`config.mk`:
```
export PLATFORM = sky130hd
export DESIGN_NAME = tso_wbuf
export DESIGN_NICKNAME = d
export VERILOG_FILES = /design/src/rtl/tsob_pkg.sv /design/src/rtl/tsob_lfsr.sv /design/src/rtl/tsob_ring.sv /design/src/rtl/tsob_gap.sv /design/src/rtl/tso_wbuf.sv
export SDC_FILE = /design/constraint.sdc
export NUM_CORES = 1
export LEC_CHECK = 0
export BUFFER_PORTS_ARGS = -buffer_cell sky130_fd_sc_hd__buf_4
export CELL_PAD_IN_SITES_DETAIL_PLACEMENT = 0
export CELL_PAD_IN_SITES_GLOBAL_PLACEMENT = 2
export CORE_MARGIN = 3
export CORE_UTILIZATION = 50
export CTS_CLUSTER_DIAMETER = 150
export CTS_CLUSTER_SIZE = 10
export DETAILED_ROUTE_END_ITERATION = 10
export PLACE_DENSITY = 0.9
export SYNTH_ARGS = -nofsm -noshare
export SYNTH_HDL_FRONTEND = slang
export SYNTH_SLANG_ARGS = --single-unit
```
`constraint.sdc`:
```
create_clock -name clk -period 19.3 [get_ports clk]
set_input_delay 0.965 -clock clk [delete_from_list [all_inputs] [get_ports clk]]
set_output_delay 0.965 -clock clk [all_outputs]
set_load 0.05 [all_outputs]
```
`src/rtl/tsob_pkg.sv`:
```
package tsob_pkg;

    typedef enum logic [1:0] {
        OP_WRITE = 2'b00,
        OP_READ  = 2'b01,
        OP_FENCE = 2'b10,
        OP_RSVD  = 2'b11
    } op_e;

    typedef enum logic [1:0] {
        PH_IDLE = 2'b00,
        PH_WAIT = 2'b01,
        PH_SEND = 2'b10
    } phase_e;

endpackage

```
`src/rtl/tsob_lfsr.sv`:
```
module tsob_lfsr #(
    parameter logic [15:0] SEED  = 16'hB5C3,
    parameter int          OUT_W = 3
) (
    input  logic             clk,
    input  logic             rst_n,
    input  logic             step,
    output logic [OUT_W-1:0] value
);

    typedef struct packed {
        logic [15:0] sr;
    } lfsr_t;

    lfsr_t s_d, s_q;

    always_comb begin
        s_d = s_q;
        if (step) begin
            s_d.sr = {s_q.sr[14:0], s_q.sr[15] ^ s_q.sr[13] ^ s_q.sr[12] ^ s_q.sr[10]};
        end
        value = s_q.sr[OUT_W-1:0];
    end

    always_ff @(posedge clk) begin
        if (!rst_n) begin
            s_q.sr <= SEED;
        end else begin
            s_q <= s_d;
        end
    end

    // the generator never falls into the all-zero lock-up state
    p_lfsr_live_r6: assert property (@(posedge clk) disable iff (!rst_n)
        s_q.sr != 16'h0000);

endmodule

```
`src/rtl/tsob_ring.sv`:
```
module tsob_ring #(
    parameter int DEPTH = 8,
    parameter int AW    = 32,
    parameter int DW    = 32,
    localparam int PW   = $clog2(DEPTH),
    localparam int CW   = $clog2(DEPTH + 1)
) (
    input  logic          clk,
    input  logic          rst_n,
    input  logic          push,
    input  logic [AW-1:0] push_addr,
    input  logic [DW-1:0] push_data,
    input  logic          pop,
    input  logic [AW-1:0] look_addr,
    output logic [AW-1:0] head_addr,
    output logic [DW-1:0] head_data,
    output logic [CW-1:0] count,
    output logic          full,
    output logic          empty,
    output logic          hit,
    output logic [CW-1:0] hit_len
);

    typedef struct packed {
        logic [PW-1:0] head;
        logic [CW-1:0] count;
    } ring_t;

    ring_t         r_d, r_q;
    logic [AW-1:0] addr_mem [DEPTH];
    logic [DW-1:0] data_mem [DEPTH];
    logic [PW-1:0] tail;

    function automatic logic [PW-1:0] wrap_idx(input logic [PW-1:0] base, input logic [CW-1:0] off);
        logic [PW+CW:0] sum;
        sum = (PW+CW+1)'(base) + (PW+CW+1)'(off);
        if (sum >= (PW+CW+1)'(DEPTH)) begin
            sum = sum - (PW+CW+1)'(DEPTH);
        end
        return sum[PW-1:0];
    endfunction

    always_comb begin
        r_d   = r_q;
        tail  = wrap_idx(r_q.head, r_q.count);
        full  = (r_q.count == CW'(DEPTH));
        empty = (r_q.count == '0);
        count = r_q.count;
        head_addr = addr_mem[r_q.head];
        head_data = data_mem[r_q.head];

        hit     = 1'b0;
        hit_len = '0;
        for (int i = 0; i < DEPTH; i++) begin
            if ((CW'(i) < r_q.count) && (addr_mem[wrap_idx(r_q.head, CW'(i))] == look_addr)) begin
                hit     = 1'b1;
                hit_len = CW'(i + 1);
            end
        end

        if (pop) begin
            r_d.head = wrap_idx(r_q.head, CW'(1));
        end
        case ({push, pop})
            2'b10:   r_d.count = r_q.count + CW'(1);
            2'b01:   r_d.count = r_q.count - CW'(1);
            default: r_d.count = r_q.count;
        endcase
    end

    always_ff @(posedge clk) begin
        if (!rst_n) begin
            r_q <= '0;
        end else begin
            r_q <= r_d;
        end
    end

    always_ff @(posedge clk) begin
        if (push) begin
            addr_mem[tail] <= push_addr;
            data_mem[tail] <= push_data;
        end
    end

    // a store is never written into a full buffer
    p_no_overflow_r5: assert property (@(posedge clk) disable iff (!rst_n)
        push |-> (r_q.count != CW'(DEPTH)));

    // an entry is only sent out when one exists
    p_no_underflow_r4: assert property (@(posedge clk) disable iff (!rst_n)
        pop |-> (r_q.count != '0));

    // an absorbed write grows the buffer by exactly one
    p_push_grows_r1: assert property (@(posedge clk) disable iff (!rst_n)
        (push && !pop) |=> (r_q.count == $past(r_q.count) + CW'(1)));

endmodule

```
`src/rtl/tsob_gap.sv`:
```
module tsob_gap #(
    parameter int GAP_W = 3
) (
    input  logic             clk,
    input  logic             rst_n,
    input  logic             need,
    input  logic [GAP_W-1:0] rnd,
    input  logic             done,
    output logic             step_rnd,
    output logic             send,
    output logic             idle
);

    import tsob_pkg::*;

    typedef struct packed {
        phase_e           phase;
        logic [GAP_W-1:0] wait_cnt;
    } gap_t;

    gap_t g_d, g_q;

    always_comb begin
        g_d      = g_q;
        step_rnd = 1'b0;
        unique case (g_q.phase)
            PH_IDLE: begin
                if (need) begin
                    step_rnd = 1'b1;
                    if (rnd == '0) begin
                        g_d.phase = PH_SEND;
                    end else begin
                        g_d.phase    = PH_WAIT;
                        g_d.wait_cnt = rnd;
                    end
                end
            end
            PH_WAIT: begin
                g_d.wait_cnt = g_q.wait_cnt - GAP_W'(1);
                if (g_q.wait_cnt == GAP_W'(1)) begin
                    g_d.phase = PH_SEND;
                end
            end
            PH_SEND: begin
                if (done) begin
                    g_d.phase = PH_IDLE;
                end
            end
            default: g_d.phase = PH_IDLE;
        endcase
        send = (g_q.phase == PH_SEND);
        idle = (g_q.phase == PH_IDLE);
    end

    always_ff @(posedge clk) begin
        if (!rst_n) begin
            g_q.phase    <= PH_IDLE;
            g_q.wait_cnt <= '0;
        end else begin
            g_q <= g_d;
        end
    end

    // a wait phase always has cycles left to count
    p_wait_nonzero_r6: assert property (@(posedge clk) disable iff (!rst_n)
        (g_q.phase == PH_WAIT) |-> (g_q.wait_cnt != '0));

    // a taken packet is followed by at least one idle cycle
    p_idle_after_send_r6: assert property (@(posedge clk) disable iff (!rst_n)
        (send && done) |=> !send);

    // an offered packet stays offered until taken
    p_send_hold_r8: assert property (@(posedge clk) disable iff (!rst_n)
        (send && !done) |=> send);

endmodule

```
`src/rtl/tso_wbuf.sv`:
```
module tso_wbuf #(
    parameter int          DEPTH = 8,
    parameter int          AW    = 32,
    parameter int          DW    = 32,
    parameter int          GAP_W = 3,
    parameter logic [15:0] SEED  = 16'hB5C3,
    localparam int         CW    = $clog2(DEPTH + 1)
) (
    input  logic          clk,
    input  logic          rst_n,
    input  logic          req_valid,
    input  logic [1:0]    req_op,
    input  logic [AW-1:0] req_addr,
    input  logic [DW-1:0] req_data,
    output logic          req_ready,
    output logic          pkt_valid,
    input  logic          pkt_ready,
    output logic          pkt_is_read,
    output logic [AW-1:0] pkt_addr,
    output logic [DW-1:0] pkt_data
);

    import tsob_pkg::*;

    logic             push, pop;
    logic [AW-1:0]    head_addr;
    logic [DW-1:0]    head_data;
    logic [CW-1:0]    count, hit_len, pending;
    logic             full, empty, hit;
    logic             need_wr, need_rd, take;
    logic             step_rnd, send, gap_idle;
    logic [GAP_W-1:0] rnd;
    op_e              op;

    tsob_ring #(.DEPTH(DEPTH), .AW(AW), .DW(DW)) u_ring (
        .clk       (clk),
        .rst_n     (rst_n),
        .push      (push),
        .push_addr (req_addr),
        .push_data (req_data),
        .pop       (pop),
        .look_addr (req_addr),
        .head_addr (head_addr),
        .head_data (head_data),
        .count     (count),
        .full      (full),
        .empty     (empty),
        .hit       (hit),
        .hit_len   (hit_len)
    );

    tsob_lfsr #(.SEED(SEED), .OUT_W(GAP_W)) u_lfsr (
        .clk   (clk),
        .rst_n (rst_n),
        .step  (step_rnd),
        .value (rnd)
    );

    tsob_gap #(.GAP_W(GAP_W)) u_gap (
        .clk      (clk),
        .rst_n    (rst_n),
        .need     (need_wr || need_rd),
        .rnd      (rnd),
        .done     (take),
        .step_rnd (step_rnd),
        .send     (send),
        .idle     (gap_idle)
    );

    always_comb begin
        op = op_e'(req_op);
        unique case (op)
            OP_WRITE: pending = full ? CW'(1) : '0;
            OP_READ:  pending = hit ? hit_len : '0;
            default:  pending = count;
        endcase

        need_wr = req_valid && (pending != '0);
        need_rd = req_valid && (op == OP_READ) && (pending == '0);

        pkt_valid   = send;
        pkt_is_read = need_rd;
        pkt_addr    = need_rd ? req_addr : head_addr;
        pkt_data    = need_rd ? '0 : head_data;
        take        = send && pkt_ready;
        pop         = take && !need_rd;

        unique case (op)
            OP_WRITE: req_ready = req_valid && (pending == '0);
            OP_READ:  req_ready = take && need_rd;
            default:  req_ready = req_valid && empty && gap_idle;
        endcase
        push = req_ready && (op == OP_WRITE);
    end

    // an absorbed write never coincides with an outgoing packet
    p_write_silent_r1: assert property (@(posedge clk) disable iff (!rst_n)
        (req_ready && req_op == 2'b00) |-> !pkt_valid);

    // a read is only acknowledged together with its own read packet
    p_read_last_r3: assert property (@(posedge clk) disable iff (!rst_n)
        (req_ready && req_op == 2'b01) |-> (pkt_valid && pkt_is_read && pkt_addr == req_addr));

    // a fence is acknowledged only with nothing left buffered
    p_fence_empty_r7: assert property (@(posedge clk) disable iff (!rst_n)
        (req_ready && req_op[1]) |-> (count == '0));

    // packet fields hold under backpressure
    p_pkt_stable_r8: assert property (@(posedge clk) disable iff (!rst_n)
        (pkt_valid && !pkt_ready) |=> (pkt_valid && $stable(pkt_is_read)
                                       && $stable(pkt_addr) && $stable(pkt_data)));

endmodule

```
==> impl_metrics.tcl <==
set metrics [dict create \
    ir_drop_uv 80.8 \
    grtUsageTotal_pct 33.6 \
    synthesis.nets 2602 \
    relSlewSlack_pct 11.8 \
    worstPathMaxFanout 63 \
    setup_viol 0 \
    die_h_um 273 \
    finalClockSkew_ns 0.0536 \
    cp-startpoint "u_ring.r_q[4]$_SDFFE_PN0P_" \
    power_density_nw_per_um2 67.0 \
    antenna_found_initial 5 \
    period_share_pct 51.3 \
    areaGrowthSynthToFinish_pct 9.00 \
    maxCapViolCount 0 \
    die_area_um2 74500 \
    yosys_warnings 0 \
    grt_max_degree 119 \
    synth_top_area_share_pct 43.2 \
    cts_tree "built" \
    worst_setup_path_end_kind "primary output" \
    hpwl_um 86500 \
    hold_violations 0 \
    power_leakage_uw 0.0117 \
    hp-class "reg -> reg" \
    synth.top_cells.by_count "edfxtp_1 (512), mux4_2 (377), mux2i_1 (246)" \
    clk_pin_slew_worst_paths_ns 0.07 \
    cts_buffer_depth 3 \
    async_reset_ff_share_pct 0 \
    drt_first_pass_iters 8 \
    cts.hold.buffers_added 0 \
    portBuffers 136 \
    worst_setup_path_start_kind "flop" \
    worstPathRequired_ns 18.33 \
    fmax_ghz 0.101 \
    die_w_um 273 \
    grt_pass1_vias 24100 \
    cts_resized 0 \
    htreeDepth 2 \
    drtAntennaViolNets 0 \
    drc 0 \
    drive_gt1_share_pct 27.5 \
    numCtsBuffers 60 \
    rrSetupSlack_ns 10.39 \
    synth_cells 2521 \
    avgSynthCellArea_um2 14.1 \
    cts_root_buffer "clkbuf_16" \
    tightest_slew_ns 1.29 \
    synth_area_leader_cell "edfxtp_1" \
    syn_area_um2 35600 \
    synth_most_common_cell "edfxtp_1" \
    synth_edf_count 512 \
    gr-total-overflow 0 \
    drtIter0Drc 3671 \
    setup_slack_ns 9.40 \
    num_io_pins 137 \
    crit_end "pkt_addr[4]" \
    period_needed_ns 9.90 \
    arrival_ns 8.94 \
    r2r-end "u_ring.count[3]$_SDFFE_PN0P_" \
    routed_wl_um 125000 \
    gp_congestion 1.05 \
    num_vias 25200 \
    fin_nets 2640 \
    synth_ff_type "edfxtp_1" \
    wire_per_inst_um 35.5 \
    whs_path_depth 2 \
    synth_seq_cells 543 \
    fin_cells 3515 \
    r2r_cells 17 \
    synthTopCellsByArea "edfxtp_1 (43%), mux4_2 (24%), mux2i_1 (6.9%)" \
    core_area_um2 70300 \
    cts_sinks 543 \
    placed_cells 3437 \
    post_cts_buffers 0 \
    total_power_uw 2600 \
    synth-seq-area-share_pct 44.9 \
    path_class "reg -> out" \
    r2r-start "u_ring.r_q[4]$_SDFFE_PN0P_" \
    drv_slew 0 \
    start_util_pct 50.7 \
    yosysUniqueCellTypes 78 \
    grt_pass1_wl_um 180000 \
    place_ws_ns 10.21 \
    worst_skew_pair.late_latency_ns 0.68 \
    run_status "complete, no violations" \
    rsz0062_at_grt "false" \
    num_rows 97 \
    fin_tns_setup_ns 0 \
    viasPerCell 7.16 \
]
[worst min-delay path by stage]
| stage | from | end | slack [ns] |
|---|---|---|---|
| floorplan | u_lfsr.s_q[3]$_SDFFE_PN0P_ | u_lfsr.s_q[4]$_SDFFE_PN0P_ | 0.43 |
| global placement | u_lfsr.s_q[8]$_SDFFE_PN1P_ | u_lfsr.s_q[9]$_SDFFE_PN0P_ | 0.44 |
| detailed placement | u_lfsr.s_q[4]$_SDFFE_PN0P_ | u_lfsr.s_q[5]$_SDFFE_PN0P_ | 0.44 |
| CTS | u_lfsr.s_q[4]$_SDFFE_PN0P_ | u_lfsr.s_q[5]$_SDFFE_PN0P_ | 0.45 |
| global route | u_lfsr.s_q[4]$_SDFFE_PN0P_ | u_lfsr.s_q[5]$_SDFFE_PN0P_ | 0.47 |
| finish | u_lfsr.s_q[3]$_SDFFE_PN0P_ | u_lfsr.s_q[4]$_SDFFE_PN0P_ | 0.45 |
[per-layer routing]
layer | vias up | share of wire, % | global-route usage (%)
met2 | 1742 | 46 | 50.8
met5 | - | 0.010 | 0
met1 | 12900 | 39 | 47.2
met3 | 277 | 10 | 7.02
li1 | 10300 | - | -
met4 | 2 | 5.2 | 14.7
[logic make-up (layout without fill, tap and decap cells)]
logic type,Yosys count,in the layout,synth area share [%]
mux,673,673,32.3
flops,543,543,44.9
simple gates,481,481,6.46
compound gates,321,321,6.16
xor+xnor,246,246,6.07
buf+inv,246,298,3.65
fa+ha+maj,11,11,0.408
other cells,0,2,0
[area by class of cell]
class                   count  area (µm²)
flip-flops and latches    543       16000
clock buffers              71        1540
repair buffers            183        1390
fillers                  5567       31500
clock inverters             5        80.1
diodes                      2        5.00
inverters                  39         146
multi-input cells        1732       18500
well taps                 940        1180
[cells in the final DEF, fill, tap and decap left out, types with 11 or more instances in the layout]
| master | n |
|---|---|
| a31oi_1 | 17 |
| nand4_1 | 36 |
| o21ai_0 | 41 |
| nand2b_1 | 17 |
| mux2_2 | 50 |
| nor2b_1 | 22 |
| a211oi_1 | 18 |
| nand3_1 | 47 |
| nand2_1 | 126 |
| nor3_1 | 27 |
| clkbuf_1 | 11 |
| xor2_1 | 18 |
| nor4_1 | 25 |
| a221oi_1 | 25 |
| nor2_1 | 127 |
| o211ai_1 | 16 |
| dfxtp_1 | 25 |
| buf_4 | 182 |
| a21oi_1 | 82 |
| xnor2_1 | 223 |
| clkbuf_16 | 60 |
| and2_1 | 13 |
| edfxtp_1 | 512 |
| o22ai_1 | 27 |
| mux4_2 | 377 |
| mux2i_1 | 246 |
| inv_1 | 27 |
[metrics by stage]
step / instance area, µm² / utilization, % / hold WS, ns
floorplan: 35600 / - / 0.432
global placement: 37200 / 52.9 / 0.439
detailed placement: 37200 / 52.9 / 0.444
CTS: 38800 / 55.2 / 0.453
global route: 38800 / 55.2 / 0.469
finish: 38800 / 55.2 / 0.451
[flip-flops by register name, summed over array words and instances, names as in the netlist, named ones only]
name / flops
u_gap.g_q: 5
u_lfsr.s_q: 16
u_ring.addr_mem: 256
u_ring.count: 4
u_ring.data_mem: 256
u_ring.r_q: 3
[critical path, cell delays in order, from the launching register on]
cell and delay [ns]:
dfxtp_4 0.84, inv_2 0.48, ha_4 0.86, buf_4 0.74
buf_4 0.76, mux4_2 0.43, xnor2_1 0.73, a31oi_1 0.17
o21ai_0 0.24, o21ai_0 0.12, a2111oi_0 1.07, a31oi_1 0.32
nand4_4 0.15, buf_4 0.69, nor2_1 0.08, a21oi_1 0.18
buf_4 0.23
[power by group]
group          internal [µW]  switching (µW)  total [µW]
sequential              1300            11.2        1310
combinational           90.8             186         277
clock                    555             458        1010
(Power assumes the default switching activity.)
